===== config.mk =====
export PLATFORM = sky130hd
export DESIGN_NAME = irq_vector_ctrl
export DESIGN_NICKNAME = d
export VERILOG_FILES = /design/src/rtl/irqv_pkg.sv /design/src/rtl/irqv_rst_sync.sv /design/src/rtl/irqv_src_gate.sv /design/src/rtl/irqv_prio_enc.sv /design/src/rtl/irq_vector_ctrl.sv
export SDC_FILE = /design/constraint.sdc
export NUM_CORES = 1
export LEC_CHECK = 0
export ABC_CLOCK_PERIOD_IN_PS = 1050
export BUFFER_PORTS_ARGS = -buffer_cell sky130_fd_sc_hd__clkbuf_2
export CAP_MARGIN = 30
export CORE_MARGIN = 5
export CORE_UTILIZATION = 30
export DETAILED_ROUTE_END_ITERATION = 10
export GPL_TIMING_DRIVEN = 0
export HOLD_SLACK_MARGIN = 0.06
export PLACE_DENSITY = 0.7
export SYNTH_ARGS = -nofsm -noshare
export SYNTH_HDL_FRONTEND = slang
export SYNTH_SLANG_ARGS = --single-unit
export TNS_END_PERCENT = 50

===== constraint.sdc =====
create_clock -name clk -period 1.05 [get_ports clk]
set_input_delay 0.105 -clock clk [delete_from_list [all_inputs] [get_ports clk]]
set_output_delay 0.105 -clock clk [all_outputs]
set_load 0.05 [all_outputs]

===== src/rtl/irqv_pkg.sv =====
package irqv_pkg;
  localparam int NSRC       = 11;
  localparam int NSLOT      = 16;
  localparam int SLOT_W     = $clog2(NSLOT);
  localparam int ADDR_W     = 16;
  localparam int RESET_SLOT = NSLOT - 1;
  localparam int NMI_SLOT   = NSLOT - 2;

  // slot each source bit feeds
  function automatic int src_slot(input int i);
    case (i)
      0, 1, 2: src_slot = NMI_SLOT;
      3:       src_slot = 11;
      4:       src_slot = 10;
      5:       src_slot = 9;
      6:       src_slot = 8;
      7:       src_slot = 7;
      8:       src_slot = 6;
      9:       src_slot = 3;
      default: src_slot = 2;
    endcase
  endfunction

  function automatic bit src_nmi(input int i);
    src_nmi = (i <= 2);
  endfunction

  // source owns its slot alone, so the block may clear it on acknowledge
  function automatic bit src_single(input int i);
    src_single = (i == 3) || (i == 4) || (i == 5) || (i == 7) || (i == 8);
  endfunction
endpackage


===== src/rtl/irqv_rst_sync.sv =====
module irqv_rst_sync #(
  parameter int STAGES = 2
) (
  input  logic clk,
  input  logic rst_n,
  output logic rst_sync_n
);
  logic [STAGES-1:0] sync_q;

  always_ff @(posedge clk or negedge rst_n) begin
    if (!rst_n) sync_q <= '0;
    else        sync_q <= {sync_q[STAGES-2:0], 1'b1};
  end

  assign rst_sync_n = sync_q[STAGES-1];
endmodule


===== src/rtl/irqv_src_gate.sv =====
module irqv_src_gate
  import irqv_pkg::*;
(
  input  logic             clk,
  input  logic             rst_sync_n,
  input  logic [NSRC-1:0]  src_flag,
  input  logic [NSRC-1:0]  src_en,
  input  logic             gie,
  input  logic             reset_req,
  output logic [NSLOT-1:0] pend
);
  always_comb begin
    pend = '0;
    pend[RESET_SLOT] = reset_req;
    for (int i = 0; i < NSRC; i++) begin
      if (src_flag[i] && src_en[i] && (src_nmi(i) || gie))
        pend[src_slot(i)] = 1'b1;
    end
  end

  // maskable slots stay quiet without the global enable
  assert_masked_quiet_R6: assert property (@(posedge clk) disable iff (!rst_sync_n)
    !gie |-> (pend[11:2] == '0));
endmodule


===== src/rtl/irqv_prio_enc.sv =====
module irqv_prio_enc
  import irqv_pkg::*;
(
  input  logic [NSLOT-1:0]  pend,
  output logic              any,
  output logic [SLOT_W-1:0] win
);
  always_comb begin
    win = '0;
    for (int s = 0; s < NSLOT; s++) begin
      if (pend[s]) win = SLOT_W'(s);
    end
  end

  assign any = |pend;
endmodule


===== src/rtl/irq_vector_ctrl.sv =====
module irq_vector_ctrl
  import irqv_pkg::*;
#(
  parameter logic [ADDR_W-1:0] VEC_BASE = 16'hFFE0
) (
  input  logic              clk,
  input  logic              rst_n,
  input  logic [NSRC-1:0]   src_flag,
  input  logic [NSRC-1:0]   src_en,
  input  logic              gie,
  input  logic              reset_req,
  input  logic              ack,
  output logic              irq,
  output logic [ADDR_W-1:0] vec_addr,
  output logic [SLOT_W-1:0] slot,
  output logic [NSRC-1:0]   flag_clr,
  output logic              gie_clr
);
  logic              rst_sync_n;
  logic [NSLOT-1:0]  pend;
  logic              any;
  logic [SLOT_W-1:0] win;

  logic              irq_q, irq_d;
  logic [SLOT_W-1:0] slot_q, slot_d;
  logic [ADDR_W-1:0] vec_q, vec_d;
  logic              grant_en, take_ack;

  irqv_rst_sync #(.STAGES(2)) u_rst (
    .clk(clk), .rst_n(rst_n), .rst_sync_n(rst_sync_n)
  );

  irqv_src_gate u_gate (
    .clk(clk), .rst_sync_n(rst_sync_n), .src_flag(src_flag), .src_en(src_en),
    .gie(gie), .reset_req(reset_req), .pend(pend)
  );

  irqv_prio_enc u_enc (.pend(pend), .any(any), .win(win));

  // next state
  assign take_ack = irq_q && ack;
  assign grant_en = !irq_q && any;

  always_comb begin
    irq_d  = irq_q;
    slot_d = slot_q;
    vec_d  = vec_q;
    if (take_ack) begin
      irq_d = 1'b0;
    end else if (grant_en) begin
      irq_d  = 1'b1;
      slot_d = win;
      vec_d  = VEC_BASE + ADDR_W'({win, 1'b0});
    end
  end

  // registers
  always_ff @(posedge clk or negedge rst_sync_n) begin
    if (!rst_sync_n) begin
      irq_q  <= 1'b0;
      slot_q <= '0;
      vec_q  <= VEC_BASE;
    end else begin
      irq_q <= irq_d;
      if (grant_en) begin
        slot_q <= slot_d;
        vec_q  <= vec_d;
      end
    end
  end

  // acknowledge strobes
  always_comb begin
    flag_clr = '0;
    for (int i = 0; i < NSRC; i++) begin
      if (src_single(i) && take_ack && (slot_q == SLOT_W'(src_slot(i))))
        flag_clr[i] = 1'b1;
    end
  end

  assign gie_clr  = take_ack && (slot_q < SLOT_W'(NMI_SLOT));
  assign irq      = irq_q;
  assign slot     = slot_q;
  assign vec_addr = vec_q;

  // grant holds until acknowledged
  assert_grant_hold_R7: assert property (@(posedge clk) disable iff (!rst_sync_n)
    (irq_q && !ack) |=> (irq_q && $stable(slot_q) && $stable(vec_q)));
  // acknowledge drops the request
  assert_ack_drop_R7: assert property (@(posedge clk) disable iff (!rst_sync_n)
    (irq_q && ack) |=> !irq_q);
  // address follows slot
  assert_vec_map_R1: assert property (@(posedge clk) disable iff (!rst_sync_n)
    irq_q |-> (vec_q == VEC_BASE + ADDR_W'({slot_q, 1'b0})));
  // a new grant needs a pending slot in the cycle before
  assert_rise_pending_R2: assert property (@(posedge clk) disable iff (!rst_sync_n)
    $rose(irq_q) |-> $past(any));
  // clear strobes are one-hot and only with a taken acknowledge
  assert_clr_onehot_R8: assert property (@(posedge clk) disable iff (!rst_sync_n)
    (flag_clr != '0) |-> ($onehot0(flag_clr) && irq_q && ack));
  // unused slots never granted
  assert_unused_slot_R11: assert property (@(posedge clk) disable iff (!rst_sync_n)
    irq_q |-> !(slot_q == 4'd0 || slot_q == 4'd1 || slot_q == 4'd4 || slot_q == 4'd5));
endmodule


==> results of run 1 <==
-- path summary, 6_finish.rpt --
path                                  from  depth (start not counted)  slack (ns)          end
setup / recovery               vec_addr[1]                          3       -0.45  flag_clr[7]
hold / removal             u_rst.sync_q[1]                          0        0.08  vec_addr[1]
setup reg to reg                       irq                          5       -0.27  vec_addr[1]
hold reg to reg            u_rst.sync_q[1]                          0        0.08  vec_addr[1]
max in group asynchronous  u_rst.sync_q[1]                          0        0.76  vec_addr[4]
min in group clk                       gie                          4        0.21  vec_addr[4]
-- power by group --
part           switching [µW]  total (µW)  internal (µW)
Clock                     110         256            146
Combinational             762        1390            623
Sequential               83.4         401            318
Total                     955        2040           1090
-- routing by layer --
layer	global-route usage	part of all wire	vias up
met5	0	0	-
met4	0.0397	0.039	0
met3	0.0249	0.061	9
met2	0.307	0.57	43
met1	0.134	0.33	397
li1	-	-	420
-- timing repair --
| item | 4_1_cts | 5_1_grt |
|---|---|---|
| setup buffers | 9 | 7 |
| hold buffers | 1 | 0 |
| gates resized for setup | 45 | 25 |
| endpoints found under the setup margin | 19 | 20 |
| pin swaps | 5 | 9 |
| hold endpoints to repair | 2 | 0 |
-- critical path, stage by stage (launching register included) --
cell and delay [ns]:
dfrtp_2 0.45, nand4_1 0.23, nor3b_4 0.28, buf_8 0.18
-- cell families after synthesis --
group,Yosys count,share of synthesized area
AO/OA/AOI/OAI,25,0.265
flip-flops,7,0.265
other,2,0.0113
buffers and inverters,26,0.272
AND/OR/NAND/NOR,22,0.187
-- registers in the layout (all words and copies together), names as in the netlist --
register / cells
irq: 1
u_rst.sync_q: 2
vec_addr: 4
-- area by class of cell --
type / count / area [µm²]
Buffer: 21 / 165
Sequential cell: 7 / 184
Fill cell: 159 / 662
Multi-Input combinational cell: 66 / 503
Tap cell: 28 / 35.0
Clock buffer: 4 / 26.3
Timing Repair Buffer: 58 / 553
Inverter: 4 / 20.0
-- layout by cell type, fill, tap and decap left out, types with 2 or more instances in the layout --
cell	instances
a21oi_1	3
a22o_1	2
a22oi_1	4
a31oi_1	2
a31oi_4	2
buf_4	28
buf_6	10
buf_8	9
clkbuf_16	4
clkbuf_2	26
clkbuf_4	3
conb_1	19
dfrtp_1	2
dfrtp_2	4
inv_1	3
nand2_1	5
nand2b_4	2
nor4b_4	2
o21ai_1	3
-- per-stage QoR --
step                       util  hold WS, ns  setup TNS [ns]
after floorplan               -       -0.191           -2.93
after global placement    0.492       -0.110           -2.69
after detailed placement  0.492       -0.103           -2.85
after CTS                 0.644       0.0812           -3.54
after global routing      0.692        0.107           -4.70
final                     0.692       0.0777           -4.04
==> run metrics, run 1 <==
status finished, violations left; failing checks setup timing; fraction of layout cells with a size suffix above 1 0.650; Final Hold Fails 0; IO Pins 60; HP Class reg -> async; Fmax achieved 667 MHz; Root Driver clkbuf_4; Syn. warnings 0; Final nets 188; vias in the first global route 822; post-route ant nets 0; post-synthesis async set-or-reset flop share 1.00; Seq/Total Area, Yosys 0.265; Avg Inst Size Synth 8.07 µm²; Arr. time, crit path 1.39 ns; WL final 2.92 mm; crit end category output pin; Port Buffers 41; Diodes inserted 0; Min Clock Period, post-route 1.50 ns; Placement Setup Slack -0.425 ns; GRT Total Usage 0.144; Placed Cells 168; routed vias 869; final setup violation count 18; total die area 3250 µm²; most frequent cell after synthesis buf_4; worst path required time 0.94 ns; Power per Cell Area 1370 nW/µm²; Max Buffers Root-to-Sink 2; Mapped Area 662 µm²; Area Growth Syn to Fin 125%; first-pass iteration count of the detailed router 4; Final Non-Filler Cells 188; clock slew at reported path FFs 0.06 ns; 1st-iter DRT viols 15; clk_skew 0.00992 ns; Setup crit start kind flop; final RePlAce weighted congestion 0.888; #FFs+latches synth 7; critical path class reg -> out; Die H between 50 and 60 µm; Post-Layout Inst Area approximately 1500 µm²; CTS H-tree lvls 1; area leader, netlist dfrtp_1; crit share post-route 1.43; clk sink count 7; dpl cell area 1060 µm²; Pleak 0.000753 µW; RSZ-0062 raised after global routing true; Die Span X 57.0 µm; Final HPWL DP roughly 1.7 mm; Max FO, Critical Path 4; pin count of the biggest net entering global routing 7; Synth Instances 82; worst vdd rail ir drop a little over 0.0008 V; count of unique library cells instantiated by Yosys 28; Slew Limit Fails 0; worst setup margin -0.449 ns; CTS tree built; grt total ovfl 0; CTS Buf Count 3; Pwr Total 2040 µW; DRC viols 0; Synth Flop Type dfrtp_1; Post-synth EDFFs 0; drt wl/cell 15.5 µm; initial antenna violation count 0; Core Footprint around 2100 µm²; Max-Cap Viols 0; # rows 17; synth top area cells dfrtp_1, buf_4, a22oi_1; worst-skew pair later-pin latency 0.26 ns; Via density 4.62; initial core utilization 0.308; most instantiated cells after synthesis buf_4, dfrtp_1, nand2_1; global-route wire length before repair 3.67 mm; top cell type's share of synthesized area 0.265
No activity file was read; power rests on OpenSTA's default activity.
==> run 2: changes to the inputs <==
- MAX_ROUTING_LAYER: not set -> met4
==> run 2 against run 1 <==
The flow still finishes with violations (setup timing). Non-clock buffer count fell by 4. Core utilization fell by 2.7 points. Routed wire length fell by 16%. Maximum frequency rose by 3.0%. Die area did not move. Sequential power fell by 1%. Global-route usage rose by 0.26 points. Sequential cell count did not move.
==> run metrics, run 2 (synthesis gave the netlist of run 1 again) <==
failing checks setup timing; Port Buffers 41; initial core utilization 0.308; Final Non-Filler Cells 184; clk sink count 7; CTS tree built; status finished, violations left; R2R depth 5; Final HPWL DP 1.68 mm; IO Pins 60; Pleak roughly 0.00073 µW; crit share post-route 1.39; crit end category output pin; reg2reg setup slack -0.15 ns; most common cell after layout, fill and taps aside clkbuf_2; Root Driver clkbuf_4; max reg flops 4; fillcell total roughly 170; Post-Layout Inst Area 1430 µm²; WL final 2.45 mm; final setup violation count 19; worst setup margin -0.405 ns; reg-to-reg startpoint irq; slew margin rel. 0.602; first-pass iteration count of the detailed router 4; Setup crit start kind flop; pin count of the biggest net entering global routing 7; Worst R2R End vec_addr[1]; fraction of layout cells with a size suffix above 1 0.628; clk_skew 0.00324 ns; Placed Cells 168; initial antenna violation count 0; critical path class reg -> out; Power per Cell Area 1370 nW/µm²; Area Growth Syn to Fin 116%; Slew Limit Fails 0; Pwr Total 1960 µW; Max-Cap Viols 0; Die Span X 57.0 µm; DRC viols 0; Core Footprint 2150 µm²; total die area 3250 µm²; HP Class reg -> async; final RePlAce weighted congestion 0.896; global-route wire length before repair between 3 and 4 mm; Final nets 184; worst vdd rail ir drop 0.000784 V; Max Buffers Root-to-Sink 2; grt total ovfl 0; Diodes inserted 0; routed vias 802; Fmax achieved 687 MHz; worst-skew pair later-pin latency 0.25 ns; CP startpoint vec_addr[2]; crit path to flag_clr[5]; CTS Buf Count 3; vias in the first global route between 800 and 900; most frequent cells in the layout clkbuf_2, buf_4, conb_1, buf_6, buf_8; # rows 17; Final Hold Fails 0; Arr. time, crit path around 1.4 ns; CTS H-tree lvls 1; Placement Setup Slack -0.416 ns; Die H 57.0 µm; clock slew at reported path FFs 0.05 ns; 1st-iter DRT viols 31; Min Clock Period, post-route 1.45 ns; GRT Total Usage 0.146; Max FO, Critical Path 5; RSZ-0062 raised after global routing true; Slew @ Worst Pin 0.598 ns; post-route ant nets 0; drt wl/cell 13.3 µm; worst path required time between 0.9 and 1 ns; Via density approximately 4.4; dpl cell area ~1100 µm²
## run 2: stage by stage
stage          setup TNS (ns)  utilization  hold WS, ns
3_3_place_gp            -2.70        0.492       -0.109
4_1_cts                 -3.54        0.643       0.0772
5_1_grt                 -5.01        0.665        0.106
2_1_floorplan           -2.93            -       -0.191
3_5_place_dp            -2.78        0.492       -0.101
6_report                -4.03        0.665       0.0767
## run 2: critical path, cell delays in order, from the launching register on
cell and delay [ns]:
dfrtp_2 0.45, buf_12 0.14, nor4b_4 0.32, buf_8 0.19
## run 2: worst min path at each step
stage / end / slack (ns) / depth (start not counted)
2_1_floorplan: u_rst.sync_q[0] / -0.19 / 0
3_3_place_gp: u_rst.sync_q[0] / -0.11 / 1
3_5_place_dp: u_rst.sync_q[0] / -0.10 / 1
4_1_cts: vec_addr[4] / 0.08 / 0
5_1_grt: vec_addr[4] / 0.11 / 0
6_report: vec_addr[4] / 0.08 / 0
## run 2: per-layer routing
metal  up-vias  track usage  wire length (µm)
met5         -            -                 0
met2        28        0.297              1460
met4         0       0.0497                 0
met1       361        0.138               845
met3         0       0.0158               142
li1        413            -                 -
## run 2: layout make-up
type / instances / area [µm²] / area share
tap: 28 / 35.0 / 0.0245
sequential: 7 / 184 / 0.129
inverter: 4 / 15.0 / 0.0105
buffer: 21 / 165 / 0.116
timing repair buffer: 54 / 520 / 0.364
multi-input combinational: 66 / 483 / 0.338
clock buffer: 4 / 26.3 / 0.0184
## run 2: where the power goes
group | total [µW] | internal (µW) | switching [µW]
sequential | 395 | 318 | 76.4
combinational | 1320 | 604 | 720
clock | 237 | 145 | 92.6
total | 1960 | 1070 | 889
## run 2: what timing repair did
item,CTS,global route
gates resized for setup,46,14
hold endpoints to repair,2,0
cloned,0,0
setup buffers,8,5
hold buffers,1,0
pin swaps,6,7
setup endpoints to repair,19,20
